## src/rtl/prtim_pkg.sv

```systemverilog
package prtim_pkg;
  localparam int BUS_W = 32;
  localparam int PRE_W = 3;

  localparam logic [7:0] OFS_IE   = 8'h00;
  localparam logic [7:0] OFS_STAT = 8'h04;
  localparam logic [7:0] OFS_CTRL = 8'h10;
  localparam logic [7:0] OFS_IVAL = 8'h14;
  localparam logic [7:0] OFS_CNT  = 8'h18;

  // control word bit positions
  localparam int CB_RUN    = 0;
  localparam int CB_RELOAD = 1;
  localparam int CB_SRC    = 2;
  localparam int CB_DIV    = 4;
  localparam int CB_SHOT   = 7;

  typedef enum logic [1:0] {
    SRC_SLOW = 2'd0,
    SRC_FAST = 2'd1,
    SRC_SYS  = 2'd2,
    SRC_OFF  = 2'd3
  } src_e;

  typedef struct packed {
    logic             shot;
    logic [PRE_W-1:0] div;
    src_e             src;
    logic             run;
  } ctrl_t;
endpackage

```

## src/rtl/prtim_tick_gen.sv

```systemverilog
module prtim_tick_gen
  import prtim_pkg::*;
#(
  parameter int DIV_W = PRE_W
) (
  input  logic             clk,
  input  logic             rst_n,
  input  logic             slow_tick,
  input  logic             fast_tick,
  input  src_e             src,
  input  logic [DIV_W-1:0] div,
  input  logic             phase_clr,
  output logic             pre_tick
);
  localparam int PH_W = (1 << DIV_W) - 1;

  logic [PH_W-1:0] phase_q;
  logic [PH_W-1:0] mask;
  logic            src_tick;

  // thermometer mask: low div bits set
  for (genvar i = 0; i < PH_W; i++) begin : g_mask
    assign mask[i] = (i < int'(div));
  end

  always_comb begin
    case (src)
      SRC_SLOW: src_tick = slow_tick;
      SRC_FAST: src_tick = fast_tick;
      SRC_SYS:  src_tick = 1'b1;
      default:  src_tick = 1'b0;
    endcase
  end

  assign pre_tick = src_tick && ((phase_q & mask) == mask);

  always_ff @(posedge clk) begin
    if (!rst_n)         phase_q <= '0;
    else if (phase_clr) phase_q <= '0;
    else if (src_tick)  phase_q <= phase_q + 1'b1;
  end

  // a stopped source never yields a divided tick
  p_off_silent_r5: assert property (@(posedge clk) disable iff (!rst_n)
    (src == SRC_OFF) |-> !pre_tick);
endmodule

```

## src/rtl/prtim_counter.sv

```systemverilog
module prtim_counter #(
  parameter int CNT_W = 32
) (
  input  logic             clk,
  input  logic             rst_n,
  input  logic             run,
  input  logic             pre_tick,
  input  logic             shot,
  input  logic             load,
  input  logic [CNT_W-1:0] load_val,
  input  logic [CNT_W-1:0] refill,
  output logic [CNT_W-1:0] count,
  output logic             expire
);
  localparam logic [CNT_W-1:0] ONE = CNT_W'(1);

  logic [CNT_W-1:0] count_q;
  logic             step;

  assign step   = run && pre_tick && !load;
  assign expire = step && (count_q <= ONE);
  assign count  = count_q;

  always_ff @(posedge clk) begin
    if (!rst_n)      count_q <= '0;
    else if (load)   count_q <= load_val;
    else if (expire) count_q <= shot ? '0 : refill;
    else if (step)   count_q <= count_q - ONE;
  end

  // one step down per divided tick
  p_step_down_r4: assert property (@(posedge clk) disable iff (!rst_n)
    (step && count_q > ONE) |=> (count_q == $past(count_q) - ONE));

  // no run, no load -> count holds
  p_hold_r11: assert property (@(posedge clk) disable iff (!rst_n)
    (!run && !load) |=> $stable(count_q));
endmodule

```

## src/rtl/prtim_top.sv

```systemverilog
module prtim_top
  import prtim_pkg::*;
#(
  parameter int ADDR_W = 8,
  parameter int CNT_W  = 32
) (
  input  logic              clk,
  input  logic              rst_n,
  input  logic              bus_wr,
  input  logic [ADDR_W-1:0] bus_addr,
  input  logic [BUS_W-1:0]  bus_wdata,
  output logic [BUS_W-1:0]  bus_rdata,
  input  logic              slow_tick,
  input  logic              fast_tick,
  output logic              irq
);
  ctrl_t            ctrl_q;
  logic             ie_q;
  logic             stat_q;
  logic [CNT_W-1:0] ival_q;
  logic [CNT_W-1:0] ival_eff;
  logic [CNT_W-1:0] count;
  logic [CNT_W-1:0] load_val;
  logic             wr_ie, wr_stat, wr_ctrl, wr_ival, wr_cnt;
  logic             reload, load, pre_tick, expire;

  assign wr_ie   = bus_wr && (bus_addr == ADDR_W'(OFS_IE));
  assign wr_stat = bus_wr && (bus_addr == ADDR_W'(OFS_STAT));
  assign wr_ctrl = bus_wr && (bus_addr == ADDR_W'(OFS_CTRL));
  assign wr_ival = bus_wr && (bus_addr == ADDR_W'(OFS_IVAL));
  assign wr_cnt  = bus_wr && (bus_addr == ADDR_W'(OFS_CNT));

  assign reload   = wr_ctrl && bus_wdata[CB_RELOAD];
  assign load     = reload || wr_cnt;
  assign ival_eff = (ival_q == '0) ? CNT_W'(1) : ival_q;
  assign load_val = reload ? ival_eff : bus_wdata[CNT_W-1:0];

  always_ff @(posedge clk) begin
    if (!rst_n) begin
      ctrl_q <= '0;
      ie_q   <= 1'b0;
      stat_q <= 1'b0;
      ival_q <= '0;
    end else begin
      if (wr_ie)   ie_q   <= bus_wdata[0];
      if (wr_ival) ival_q <= bus_wdata[CNT_W-1:0];
      if (wr_ctrl) begin
        ctrl_q.run  <= bus_wdata[CB_RUN];
        ctrl_q.src  <= src_e'(bus_wdata[CB_SRC +: 2]);
        ctrl_q.div  <= bus_wdata[CB_DIV +: PRE_W];
        ctrl_q.shot <= bus_wdata[CB_SHOT];
      end else if (expire && ctrl_q.shot) begin
        ctrl_q.run  <= 1'b0;
      end
      if (expire)                       stat_q <= 1'b1;
      else if (wr_stat && bus_wdata[0]) stat_q <= 1'b0;
    end
  end

  prtim_tick_gen #(.DIV_W(PRE_W)) u_tick (
    .clk       (clk),
    .rst_n     (rst_n),
    .slow_tick (slow_tick),
    .fast_tick (fast_tick),
    .src       (ctrl_q.src),
    .div       (ctrl_q.div),
    .phase_clr (reload),
    .pre_tick  (pre_tick)
  );

  prtim_counter #(.CNT_W(CNT_W)) u_cnt (
    .clk      (clk),
    .rst_n    (rst_n),
    .run      (ctrl_q.run),
    .pre_tick (pre_tick),
    .shot     (ctrl_q.shot),
    .load     (load),
    .load_val (load_val),
    .refill   (ival_eff),
    .count    (count),
    .expire   (expire)
  );

  always_comb begin
    bus_rdata = '0;
    case (bus_addr)
      ADDR_W'(OFS_IE):   bus_rdata[0] = ie_q;
      ADDR_W'(OFS_STAT): bus_rdata[0] = stat_q;
      ADDR_W'(OFS_CTRL): bus_rdata = BUS_W'({ctrl_q.shot, ctrl_q.div, ctrl_q.src,
                                             1'b0, ctrl_q.run});
      ADDR_W'(OFS_IVAL): bus_rdata = BUS_W'(ival_q);
      ADDR_W'(OFS_CNT):  bus_rdata = BUS_W'(count);
      default:           bus_rdata = '0;
    endcase
  end

  assign irq = stat_q & ie_q;

  // expiry is recorded
  p_expire_sets_r6: assert property (@(posedge clk) disable iff (!rst_n)
    expire |=> stat_q);

  // single-shot expiry stops the channel
  p_shot_stops_r8: assert property (@(posedge clk) disable iff (!rst_n)
    (expire && ctrl_q.shot && !wr_ctrl) |=> !ctrl_q.run);

  // flag is sticky until a clearing write
  p_sticky_r9: assert property (@(posedge clk) disable iff (!rst_n)
    (stat_q && !(wr_stat && bus_wdata[0])) |=> stat_q);

  // interrupt never raised with global enable off
  p_irq_gate_r10: assert property (@(posedge clk) disable iff (!rst_n)
    irq |-> ie_q);
endmodule

```

## config.mk

```make
export PLATFORM = sky130hd
export DESIGN_NAME = prtim_top
export DESIGN_NICKNAME = d
export VERILOG_FILES = /design/src/rtl/prtim_pkg.sv /design/src/rtl/prtim_tick_gen.sv /design/src/rtl/prtim_counter.sv /design/src/rtl/prtim_top.sv
export SDC_FILE = /design/constraint.sdc
export NUM_CORES = 1
export LEC_CHECK = 0
export CORE_MARGIN = 5
export CORE_UTILIZATION = 31
export DETAILED_ROUTE_END_ITERATION = 10
export DONT_BUFFER_PORTS = 1
export SYNTH_ARGS = -nofsm -noshare
export SYNTH_HDL_FRONTEND = slang
export SYNTH_SLANG_ARGS = --single-unit
export TNS_END_PERCENT = 10
```

## constraint.sdc

```tcl
create_clock -name clk -period 2.3 [get_ports clk]
set_clock_uncertainty 0.1 [all_clocks]
set_input_delay 0.46 -clock clk [delete_from_list [all_inputs] [get_ports clk]]
set_output_delay 0.46 -clock clk [all_outputs]
set_load 0.03 [all_outputs]
```

Word level (Yosys, flattened, before mapping):

Index checks and enable logic that the tools add are counted.

* div/mod/pow operators: 0
* $add $sub $neg: 2
* reductions and logical operators: 21
* $lt $le $gt $ge: 8
* bitwise operators: 3
* shift operators: 0
* muxes and demuxes: 13
* $mul: 0
* equality and inequality tests: 7

Operators with widths (number)
* $mux 32: 6
* $pmux 31 s3: 1
* $le 32x1->1 const B: 1
* $logic_not 32->1: 1
* $sub 32x1->32 const B: 1
* $eq 8x5->1 const B: 3
* $logic_and 1x1->1: 12
* $lt 3x3->1 const A: 3
* $eq 8x3->1 const B: 1
* $logic_not 8->1: 1
* $add 7x1->7 const B: 1
* $and 7x7->7: 1
* $eq 7x7->1: 1
* $lt 1x3->1 const A: 2
* $lt 2x3->1 const A: 2
* $pmux 1 s5: 1
* $mux 1: 4
* $reduce_bool 2->1: 2
* $pmux 1 s3: 1
* $reduce_bool 3->1: 1
* $eq 2x1->1 const B: 1
* $eq 2x2->1 const B: 1
* $logic_not 2->1: 1
* $reduce_or 2->1: 1
* 4 further kinds: 4

* input port bits: 45
* word-level logic and storage cells: 63
* output and inout port bits: 33
* memories kept: 0
* bits in read-only memories: 0
* bits in latches: 0
* register bits: 80
* memory bits (writable): 0

Longest topological paths before layout:

* depth after elaboration: 10
* mapped depth: 10
* depth with buffers taken out: 8

Hierarchy:

From an unflattened synthesis, not the netlist that was laid out.

* cells, all modules: 684
* area, all modules: 5486.5 µm²

By module, submodules not included
* prtim_top: instances 1, cells each 322, area an instance 2710.1 µm²
* prtim_counter: instances 1, cells each 315, area an instance 2363.5 µm²
* prtim_tick_gen: instances 1, cells each 47, area an instance 412.9 µm²

Least setup slack after synthesis:

OpenSTA, ideal clock, no wires.

* path kind: input to output
* start point: input bus_addr[1]
* end point: output bus_rdata[5]
* stages: 6
* data required time: 1.740 ns
* path slack: -0.175 ns
* data arrival time: 1.915 ns
* path through: nor4b_1 -> and2_1 -> clkbuf_1 -> clkbuf_1 -> a222oi_1 -> inv_1

* cells in the longest elaborated chain, start to end: 2

Ends and longest elaborated chain
* start, declared: line prtim_top.sv:10 `input logic [ADDR_W-1:0] bus_addr,`
* $eq 8x5->1: line prtim_top.sv:86 `case (bus_addr)`
* $pmux 31 s3 (*): line prtim_top.sv:86
* end, declared: line prtim_top.sv:12 `output logic [BUS_W-1:0] bus_rdata,`

Mark *: on every way between the ends. The rest lies on a longest branch, timed or not.

Worst setup path in the final report:

* start point: register u_cnt.count_q[21], in the netlist u_cnt.count[21]
* end point: register u_cnt.count_q[19], in the netlist u_cnt.count[19]

* cells in the longest elaborated chain, start to end: 4

Ends and longest elaborated chain
* start, declared: line prtim_counter.sv:17 `logic [CNT_W-1:0] count_q;`
* start signal, assigned: line prtim_counter.sv:26 `else if (load) count_q <= load_val;`
* start signal, assigned: line prtim_counter.sv:27 `else if (expire) count_q <= shot ? '0 : refill;`
* start signal, assigned: line prtim_counter.sv:28 `else if (step) count_q <= count_q - ONE;`
* $le 32x1->1 (*): line prtim_counter.sv:21 `assign expire = step && (count_q <= ONE);`
* $logic_and 1x1->1 (*): line prtim_counter.sv:21
* $mux 32: line prtim_counter.sv:27
* $mux 32: line prtim_counter.sv:26

Marks and branches as above.
A chain may end at the register's enable or synchronous reset.

==> run_results.csv <==
group,metric,value,unit
die,die_y,142,um
critical_path,worstPathArrival,2.49,ns
die,die-area,20000,sq um
finish,final_area,6930,sq um
clocking,cts.clk_slew.worst_paths,0.07,ns
finish,stdcell_count,1016,
clocking,cts_tree,"yes",
run_status,status,"finished, violations left",
synth,synth_ff_type,"dfxtp_1",
critical_path,crit_chain,"or4_4, buf_6, nand4b_1, nand3b_4, or3_4, nand2_1, a31oi_2",
finish,post-route-util,0.405,
sta,fmax,0.420,GHz
run_status,failed_checks,"negative setup slack",
placed_design,dpl_cell_area,6410,sq um
sta,setup_violations,13,
route,dr.pass1.iters,6,
clocking,clock_sinks,80,
finish,fill_cells,1748,
critical_path,end_kind,"flop",
die,ios,78,
critical_path,crit_start,"u_cnt.count[21]",
critical_path,timing_worst_setup_path_type,"reg -> reg",
route,routed_wl,21100,um
critical_path,cp-endpoint,"u_cnt.count[19]",
clocking,cts.root.buffer_cell,"clkbuf_16",
critical_path,r2r_start,"u_cnt.count[21]",
finish,nNetsFinal,834,
power_and_ir_drop,p_leak,0.00279,uW
route,drtIter0Drc,691,
synth,synth_fp_nets,771,
worst_hold_path,hold_class,"in -> reg",
die,core,17100,sq um
route,viasPerCell,5.91,
placed_design,place_congestion,0.938,
grt,grt_max_degree,35,
power_and_ir_drop,vdd_drop_max,0.466,mV
finish,drive_gt1_frac,0.248,
route,ant_nets,0,
critical_path,cp-start-kind,"flop",
critical_path,required,2.42,ns
power_and_ir_drop,clockPowerShare,0.496,
synth,synth_cell_types,70,
sta,finalMaxSlewViolations,0,
flow_run,maxCapViolations,0,
grt,grt-ovfl-total,0,
sta,fin_crit_sh,1.03,
clocking,numCtsBuffers,9,
clocking,htreeDepth,3,
clocking,clkLatencyLatePin,0.36,ns
sta,max_slew_margin,0.620,
power_and_ir_drop,comb_power_share,0.080,
critical_path,crit_family,"simple AND/OR/NAND/NOR gates",
sta,finalHoldViolations,0,
sta,rsz0062_at_grt,"yes",
power_and_ir_drop,power_switching,778,uW
synth,synth_area,5360,sq um
die,die_width,142,um
finish,n_antenna_cell,0,
power_and_ir_drop,p_int,2520,uW
grt,grt_pass1_vias,5845,
power_and_ir_drop,p_seq_frac,0.424,
synth,synth_seq_cells,80,
route,vias,6004,
placed_design,dp_hpwl,15400,um
clocking,postCtsHoldBufs,0,
finish,syn2layout_area_growth,29.1,%
critical_path,crit_slowest_cell,"or4_4",
grt,antenna_found_initial,0,
synth,syn_inst,723,
critical_path,r2r_cells,7,
sta,period_minus_slack,2.38,ns
placed_design,dp.cells,995,
critical_path,r2r_end,"u_cnt.count[19]",
sta,tightest_slew,0.563,ns
sta,setup_tns,-0.405,ns
synth,avgSynthCellArea,7.42,sq um
critical_path,crit_buf_inv,1,
route,post_drt_wl_per_cell,20.8,um
synth,synth_warnings,0,
power_and_ir_drop,power.density,476,nW/um^2
sta,fin_ws,-0.0788,ns
grt,grt_pass1_wl,33700,um
critical_path,r2r_slack,-0.08,ns
critical_path,crit_fanout,8,
synth,synth_edf_count,0,
grt,grtUsageTotal,0.211,
route,drc,0,
critical_path,max_stage_delay,0.56,ns
die,core.rowCount,48,
clocking,cts_buffer_depth,2,
die,initial_core_util,0.313,
placed_design,numPortBuffers,0,
critical_path,cp_num_cells,7,
synth,synth.yosys.seq_area_share,0.299,
synth,ys_async_sr_fraction,0,
power_and_ir_drop,switching_share,0.236,
-- layer usage --
| metal | wire (um) | GRT usage |
|---|---|---|
| met5 | 0 | 0 |
| met4 | 352 | 0.0530 |
| met3 | 2030 | 0.0576 |
| met2 | 9450 | 0.327 |
| met1 | 9310 | 0.290 |
-- final cells by class --
| class | count | area, sq um | area share |
|---|---|---|---|
| multi-input cells | 565 | 3610 | 0.522 |
| flip-flops and latches | 80 | 1600 | 0.231 |
| repair buffers | 117 | 1050 | 0.151 |
| well taps | 225 | 282 | 0.0407 |
| clock buffers | 11 | 253 | 0.0365 |
| clock inverters | 5 | 78.8 | 0.0114 |
| inverters | 13 | 48.8 | 0.00705 |
-- layout by cell type (no fill, tap or decap), types with 9 or more instances in the layout --
cell,count
nand3_1,25
clkbuf_16,9
inv_1,12
xor2_1,17
a21oi_1,65
nor4_1,18
a31oi_1,11
nor2_1,67
dfxtp_1,79
nor3_1,12
o21ai_0,21
nand2_1,107
a22oi_1,27
a22o_2,20
xnor2_1,14
buf_4,100
buf_12,12
-- per-stage QoR --
step | setup WS (ns) | total power, uW | hold WS, ns
2_1_floorplan | -0.0264 | 1590 | 0.345
6_report | -0.0788 | 3300 | 0.131
3_5_place_dp | -0.111 | 1670 | 0.366
3_3_place_gp | -0.0822 | 1670 | 0.365
4_1_cts | -0.0338 | 3310 | 0.124
5_1_grt | -0.161 | 3390 | 0.123
-- what timing repair did --
action	CTS	global route
setup endpoints to repair	28	34
cloned	0	0
buffers inserted	4	1
pin swaps	7	16
gates resized for setup	14	22
-- worst min path at each step --
| stage | endpoint | startpoint | slack (ns) | cells past startpoint |
|---|---|---|---|---|
| 2_1_floorplan | stat_q | stat_q | 0.35 | 2 |
| 3_3_place_gp | stat_q | stat_q | 0.37 | 2 |
| 3_5_place_dp | stat_q | stat_q | 0.37 | 2 |
| 4_1_cts | ival_q[26] | bus_wdata[26] | 0.12 | 2 |
| 5_1_grt | ival_q[25] | bus_wdata[25] | 0.12 | 2 |
| 6_report | u_cnt.count[23] | rst_n | 0.13 | 1 |
-- cells in the mapped netlist, drive strengths merged (2+ instances only) --
master | instances | area [sq um]
nor2 | 69 | 264
nor3 | 16 | 96.4
a22oi | 27 | 203
ha | 3 | 37.5
inv | 12 | 45.0
nand2 | 107 | 402
mux2i | 7 | 70.1
or4 | 10 | 86.3
or3 | 5 | 31.3
clkbuf | 54 | 203
o21ai | 28 | 144
nand3 | 28 | 145
and4 | 6 | 52.6
o31ai | 3 | 22.5
nor4b | 5 | 77.6
xor2 | 17 | 149
a21oi | 67 | 339
buf | 11 | 71.3
nand4b | 2 | 17.5
o22ai | 5 | 31.3
a21boi | 2 | 15.0
o311ai | 6 | 52.6
dfxtp | 80 | 1600
nor2b | 5 | 31.3
and3 | 4 | 25.0
nor4 | 23 | 156
a222oi | 7 | 70.1
nand2b | 4 | 25.0
a31oi | 13 | 81.3
o211ai | 5 | 37.5
nand4 | 7 | 43.8
nor3b | 4 | 30.0
and2 | 6 | 37.5
a22o | 28 | 245
xnor2 | 14 | 123
a311oi | 5 | 43.8
o221ai | 6 | 52.6
o2111ai | 2 | 17.5
a211oi | 5 | 42.5
-- registers in the layout, indices dropped and copies added, names as in the netlist --
signal	flops
ie_q	1
ctrl_q	7
ival_q	32
u_cnt.count	32
stat_q	1
u_tick.phase_q	7
-- power by group through the flow --
stage / Sequential, uW / Combinational, uW / Clock [uW]
2_1_floorplan: 1430 / 161 / 0
3_3_place_gp: 1430 / 242 / 0
3_5_place_dp: 1430 / 244 / 0
4_1_cts: 1400 / 253 / 1660
5_1_grt: 1400 / 287 / 1710
6_report: 1400 / 265 / 1640
-- cell families after synthesis --
family / share of synthesized area
and+or+nand+nor: 0.292
AOI/OAI and AO/OA: 0.279
DFF: 0.299
buffers and inverters: 0.0602
xor gates and xnor gates: 0.0506
muxes: 0.0131
adders and majority gates: 0.00700
(Power assumes the default switching activity.)
